### config.mk
export PLATFORM = sky130hd
export DESIGN_NAME = nor_seq_decoder
export DESIGN_NICKNAME = d
export VERILOG_FILES = /design/src/rtl/nor_pkg.sv /design/src/rtl/nor_seq_decoder.sv
export SDC_FILE = /design/constraint.sdc
export NUM_CORES = 1
export LEC_CHECK = 0
export BUFFER_PORTS_ARGS = -buffer_cell sky130_fd_sc_hd__buf_2
export CAP_MARGIN = 25
export CORE_UTILIZATION = 40
export CTS_BUF_LIST = sky130_fd_sc_hd__clkbuf_4
export DETAILED_ROUTE_END_ITERATION = 6
export HOLD_SLACK_MARGIN = 0.06
export PLACE_DENSITY_LB_ADDON = 0.2
export SETUP_SLACK_MARGIN = 0.1
export SKIP_LAST_GASP = 1
export SYNTH_ARGS = -nofsm -noshare
export SYNTH_HDL_FRONTEND = slang
export SYNTH_SLANG_ARGS = --single-unit
### constraint.sdc
create_clock -name clk -period 2.5 [get_ports clk]
set_clock_uncertainty 0.2 [all_clocks]
set_input_delay 0.5 -clock clk [delete_from_list [all_inputs] [get_ports clk]]
set_output_delay 0.5 -clock clk [all_outputs]
set_load 0.01 [all_outputs]
### src/rtl/nor_pkg.sv
// Shared types and command codes for the NOR flash command interpreter.
// Assumes a word-addressed bus; command codes are compared on the low byte.
package nor_pkg;

    typedef enum logic [2:0] {
        SQ_IDLE,
        SQ_KEY1,
        SQ_CMD,
        SQ_EKEY0,
        SQ_EKEY1,
        SQ_ECMD,
        SQ_DATA
    } seq_t;

    typedef enum logic [1:0] {
        MD_ARRAY,
        MD_IDENT,
        MD_GEOM,
        MD_FAST
    } mode_t;

    localparam logic [7:0] CODE_KEY0       = 8'hAA;
    localparam logic [7:0] CODE_KEY1       = 8'h55;
    localparam logic [7:0] CODE_PROG       = 8'hA0;
    localparam logic [7:0] CODE_ERASE_SET  = 8'h80;
    localparam logic [7:0] CODE_ERASE_SECT = 8'h30;
    localparam logic [7:0] CODE_ERASE_ALL  = 8'h10;
    localparam logic [7:0] CODE_IDENT      = 8'h90;
    localparam logic [7:0] CODE_GEOM       = 8'h98;
    localparam logic [7:0] CODE_FAST_IN    = 8'h20;
    localparam logic [7:0] CODE_FAST_OUT   = 8'h00;

    localparam logic [15:0] LOC_KEY0 = 16'h0555;
    localparam logic [15:0] LOC_KEY1 = 16'h02AA;
    localparam logic [15:0] LOC_GEOM = 16'h0055;

endpackage

### src/rtl/nor_seq_decoder.sv
// Keyed command sequencer. It tracks the multi-write key/command sequence and
// the persistent read mode, and it issues one-cycle program and erase starts.
// Assumes wr_en is already gated off while an operation is busy.
module nor_seq_decoder
    import nor_pkg::*;
#(
    parameter int BUS_AW = 16,
    parameter int CMD_AW = 11
) (
    input  logic              clk,
    input  logic              rst_n,
    input  logic              wr_en,
    input  logic [BUS_AW-1:0] addr,
    input  logic [7:0]        cmd,
    output mode_t             mode,
    output logic              seq_idle,
    output logic              prog_go,
    output logic              erase_go,
    output logic              erase_all
);
    localparam logic [BUS_AW-1:0] CMD_MASK = BUS_AW'((64'd1 << CMD_AW) - 64'd1);

    seq_t  seq_q, seq_n;
    mode_t mode_q, mode_n;
    logic  at_key0, at_key1, at_geom;
    logic  [BUS_AW-1:0] cmd_addr;

    // Match command addresses on the low CMD_AW bits only.
    always_comb begin
        cmd_addr = addr & CMD_MASK;
        at_key0  = (cmd_addr == BUS_AW'(LOC_KEY0));
        at_key1  = (cmd_addr == BUS_AW'(LOC_KEY1));
        at_geom  = (cmd_addr == BUS_AW'(LOC_GEOM));
    end

    // Next sequence step and mode for each accepted write.
    always_comb begin
        seq_n     = seq_q;
        mode_n    = mode_q;
        prog_go   = 1'b0;
        erase_go  = 1'b0;
        erase_all = 1'b0;
        if (wr_en) begin
            seq_n = SQ_IDLE;
            unique case (seq_q)
                SQ_IDLE: begin
                    unique case (mode_q)
                        MD_FAST: begin
                            if (cmd == CODE_PROG)
                                seq_n = SQ_DATA;
                            else if (cmd == CODE_FAST_OUT)
                                mode_n = MD_ARRAY;
                        end
                        MD_IDENT, MD_GEOM: mode_n = MD_ARRAY;
                        default: begin
                            if (cmd == CODE_KEY0 && at_key0)
                                seq_n = SQ_KEY1;
                            else if (cmd == CODE_GEOM && at_geom)
                                mode_n = MD_GEOM;
                        end
                    endcase
                end
                SQ_KEY1: if (cmd == CODE_KEY1 && at_key1) seq_n = SQ_CMD;
                SQ_CMD: begin
                    if (at_key0) begin
                        if (cmd == CODE_PROG)
                            seq_n = SQ_DATA;
                        else if (cmd == CODE_ERASE_SET)
                            seq_n = SQ_EKEY0;
                        else if (cmd == CODE_IDENT)
                            mode_n = MD_IDENT;
                        else if (cmd == CODE_FAST_IN)
                            mode_n = MD_FAST;
                    end
                end
                SQ_EKEY0: if (cmd == CODE_KEY0 && at_key0) seq_n = SQ_EKEY1;
                SQ_EKEY1: if (cmd == CODE_KEY1 && at_key1) seq_n = SQ_ECMD;
                SQ_ECMD: begin
                    if (cmd == CODE_ERASE_SECT) begin
                        erase_go = 1'b1;
                    end else if (cmd == CODE_ERASE_ALL && at_key0) begin
                        erase_go  = 1'b1;
                        erase_all = 1'b1;
                    end
                end
                SQ_DATA: prog_go = 1'b1;
                default: seq_n = SQ_IDLE;
            endcase
        end
    end

    // Sequence and mode registers.
    always_ff @(posedge clk) begin
        if (!rst_n) begin
            seq_q  <= SQ_IDLE;
            mode_q <= MD_ARRAY;
        end else begin
            seq_q  <= seq_n;
            mode_q <= mode_n;
        end
    end

    assign mode     = mode_q;
    assign seq_idle = (seq_q == SQ_IDLE);

endmodule

---- Yosys cells after proc, flatten, opt, wreduce, memory -nomap -nowiden ----
Cells that the tools add are included.
W data, S select, Z words.
storage, ports and cells
  flip-flop bits (word level) ............. 5
  bits in latches ......................... 0
  memory bits (writable) .................. 0
  memory bits (read-only) ................. 0
  output and inout bits ................... 6
  logic and storage cells ................. 70
  memories ................................ 0
cells by class
  $add $sub $neg .......................... 0
  multipliers ............................. 0
  divide/modulo/power cells ............... 0
  $lt $le $gt $ge ......................... 0
  eq/ne operators ......................... 29
  shift operators ......................... 0
  muxes and demuxes ....................... 30
  bitwise operators ....................... 0
  reductions and logical operators ........ 9
operators by type and width
  cell                    number
  $eq A8 B8 Y1 const B    5
  $mux W2                 11
  $eq A8 B6 Y1 const B    2
  $mux W3                 5
  $pmux W3 S5             1
  $eq A11 B10 Y1 const B  1
  $eq A11 B11 Y1 const B  1
  $eq A11 B7 Y1 const B   1
  $mux W1                 10
  $reduce_and A10 Y1      1
  $eq A3 B3 Y1 const B    3
  $ne A3 B3 Y1 const B    3
  $eq A8 B5 Y1 const B    1
  $eq A8 B7 Y1 const B    1
  $logic_not A8 Y1        1
  $pmux W2 S2             2
  $eq A3 B2 Y1 const B    2
  $ne A2 B2 Y1 const B    3
  $pmux W3 S2             1
  $eq A2 B2 Y1 const B    2
  $logic_and A1 B1 Y1     4
  $ne A4 B1 Y1 const B    1
  $ne A4 B2 Y1 const B    1
  $eq A3 B1 Y1 const B    1
  4 further kinds         4

---- Depth between registers and ports, before layout ----
  depth after elaboration ................. 7
  mapped depth ............................ 6
  gate-level depth less buffers ........... 5

---- Worst setup path after synthesis ----
Ideal clock, no wire load.
  path kind ............................... input -> output
  from .................................... input port cmd[0]
  to ...................................... output port erase_all
  arrival ................................. 1,646 ps
  data required time ...................... 1,800 ps
  setup slack ............................. 154 ps
  cell stages on the path ................. 4
  cell sequence ........................... nor3_4 > nand2_2 > or4_4 > nor3_1
on the way
  word-level cells in the longest chain between the ends .. 6
RTL lines
  what                 line                   text
  start, declared      nor_seq_decoder.sv:14  input logic [7:0] cmd,
  $eq A8 B5 Y1         nor_seq_decoder.sv:81  end else if (cmd == CODE_ERASE_ALL && at_key0) begin
  $logic_and A1 B1 Y1  nor_seq_decoder.sv:81
  $mux W1              nor_seq_decoder.sv:81
  $mux W1 (*)          nor_seq_decoder.sv:79  if (cmd == CODE_ERASE_SECT) begin
  $mux W1 (*)          nor_seq_decoder.sv:45  unique case (seq_q)
  $mux W1 (*)          nor_seq_decoder.sv:43  if (wr_en) begin
  end, declared        nor_seq_decoder.sv:19  output logic erase_all
Mark *: on every way between the ends. The rest lies on a longest branch, timed or not.

---- Worst setup path in the final report ----
  from .................................... input port cmd[2]
  to ...................................... output port erase_all
The elaborated chain is that of the path after synthesis.

==> metrics.yaml <==
maxClockFrequency_ghz: 0.4301
end_kind: "output pin"
synth.avg_cell_area_um2: 7.294
grt_pass1_vias: 634
finalMaxSlewViolations: 0
rsz0062_at_grt: "no"
n_antenna_cell: 0
syn_inst: 82
cts_max_level: 1
num_rows: 13
ios: 33
num-fill-cells: 128
min-delay-path-class: "reg -> reg"
fin_setup_tns_ns: 0
syn_area_um2: 598.1
dp_hpwl_um: 1337
start_kind: "input port"
cts_tree: "done"
grt_max_degree: 10
grt_use_total_pct: 23.22
area_delta_synth_final_pct: 37.45
synth_cell_types: 37
finalHoldViolCount: 0
ys_seq_area_share_pct: 16.74
crit_arrival_ns: 1.63
wl_per_cell_um: 13.12
layout_commonest_cell: "buf_2"
clock_sinks: 5
synth_edf_count: 0
die_w_um: 40.67
start_util_pct: 44.30
power.density_mw_per_mm2: 291.8
hold_slack_ns: 0.3045
avgViaCountPerCell: 6.031
coreArea_mm2: 0.001350
slew-limit-headroom_pct: 75.33
synth.ff_latch_count: 5
period_needed_ns: 2.325
yosys_warnings: 0
routabilityCongestion: 0.8771
cts_buffers: 3
path_clk_slew_ns: 0.04
setup_viol: 0
final_nets: 143
drive_gt1_share_pct: 42.61
antenna_found_initial: 0
die_h_um: 40.67
drt_pass1_iterations: 4
ir_worst_vdd_mv: 0.2321
post-route-drc-count: 0
tightest_slew_ns: 0.3649
path_max_fanout: 2
ctsHoldBuffers: 0
drv_cap: 0
grt_pass1_wl_um: 2539
p_leak_uw: 0.0003576
port_buffers: 27
finalCritPeriodShare_pct: 93.00
vias: 784
overflow: 0
synth_top_flop_cell: "dfxtp_1"
wl_um: 1706
cp.required_ns: 1.80
antenna_left: 0
async_reset_ff_share_pct: 0
clk_path_buf_depth: 2
clockRootBuffer: "clkbuf_4"
final_cell_mix: "25 x buf_2, 7 x nand2_1, 7 x nor2_1, 6 x nand3_1"
status: "complete, no violations"
drtIter0Drc: 37
clock_latency_ns: 0.24
die_area_mm2: 0.001654
critPathKind: "in -> out"
syn_nets: 109
==> per-layer routing <==
| metal | up-vias | wire length, µm | GRT usage (%) |
|---|---|---|---|
| met1 | 354 | 769 | 29.37 |
| li1 | 385 | - | - |
| met3 | 2 | 136 | 8.696 |
| met4 | 0 | 8 | 1.667 |
| met5 | - | 0 | 0 |
| met2 | 43 | 792 | 38.89 |
==> final cells by class <==
cell class	count	area (µm²)	share of cell area, %
clock buffer	4	30.03	3.653
inverter	5	18.77	2.283
multi-input combinational	71	481.7	58.60
sequential	5	102.6	12.48
tap	15	18.77	2.283
timing repair buffer	30	170.2	20.70
==> synthesized netlist by cell type (all sizes together), types with 3 or more instances <==
| library cell | count | area share [%] |
|---|---|---|
| a21oi | 3 | 2.5 |
| or4 | 3 | 5.0 |
| nand4 | 4 | 5.2 |
| o21ai | 5 | 4.2 |
| nor3 | 8 | 9.4 |
| nor2 | 8 | 5.0 |
| nand2 | 8 | 5.4 |
| a211oi | 3 | 5.4 |
| dfxtp | 5 | 17 |
| inv | 5 | 3.1 |
| nand3 | 6 | 5.0 |
| nand2b | 3 | 4.4 |
==> report_power, final <==
| group | switching, µW | internal [µW] | total, µW |
|---|---|---|---|
| logic | 27.3 | 27.1 | 54.4 |
| clock network | 34.2 | 71.2 | 105 |
| registers | 0.000160 | 80.0 | 80.0 |
==> path summary, 6_finish.rpt <==
kind	start	endpoint	slack (ns)	cells past startpoint
worst max-delay path	cmd[2]	erase_all	0.17	6
worst min-delay path	mode[1]	mode[1]	0.30	2
worst max register to register	seq_q[0]	seq_q[2]	0.87	5
worst min register to register	mode[1]	mode[1]	0.30	2
==> state kept, by name (all words and copies together), names as in the netlist <==
register and cells:
mode 2, seq_q 3
==> cells by family (layout without fill, tap and decap cells) <==
kind of cell	Yosys count	count (layout)	synth area share, %
simple gates	55	55	60.25
compound gates	15	15	17.36
buf+inv	6	39	3.974
flops	5	5	16.74
mux	1	1	1.674
==> through the flow <==
step                std cells  utilization (%)  power [µW]  worst slack, ns  area [µm²]
floorplan                  82                -       102.0           0.1545       598.1
global placement          125            56.44       130.3          0.03718       762.0
detailed placement        125            56.44       131.6          0.01610       762.0
CTS                       130            60.52       243.4          0.08797       817.0
global route              130            60.89       254.6           0.1073       822.0
finish                    130            60.89       239.9           0.1749       822.0
==> what timing repair did <==
| action | in CTS | in global routing |
|---|---|---|
| pin swaps | 4 | 2 |
| setup buffers | 1 | 0 |
| endpoints found under the setup margin | 2 | 2 |
| gates resized for setup | 3 | 3 |
| gates cloned | 0 | 0 |
==> worst max-delay path, cell delays in order <==
cell and delay, ns:
buf_6 0.10, nor3_4 0.19, nand2_2 0.08, or4_4 0.45, nor3_2 0.16, buf_2 0.15
Power figures use the tool's default switching activity.
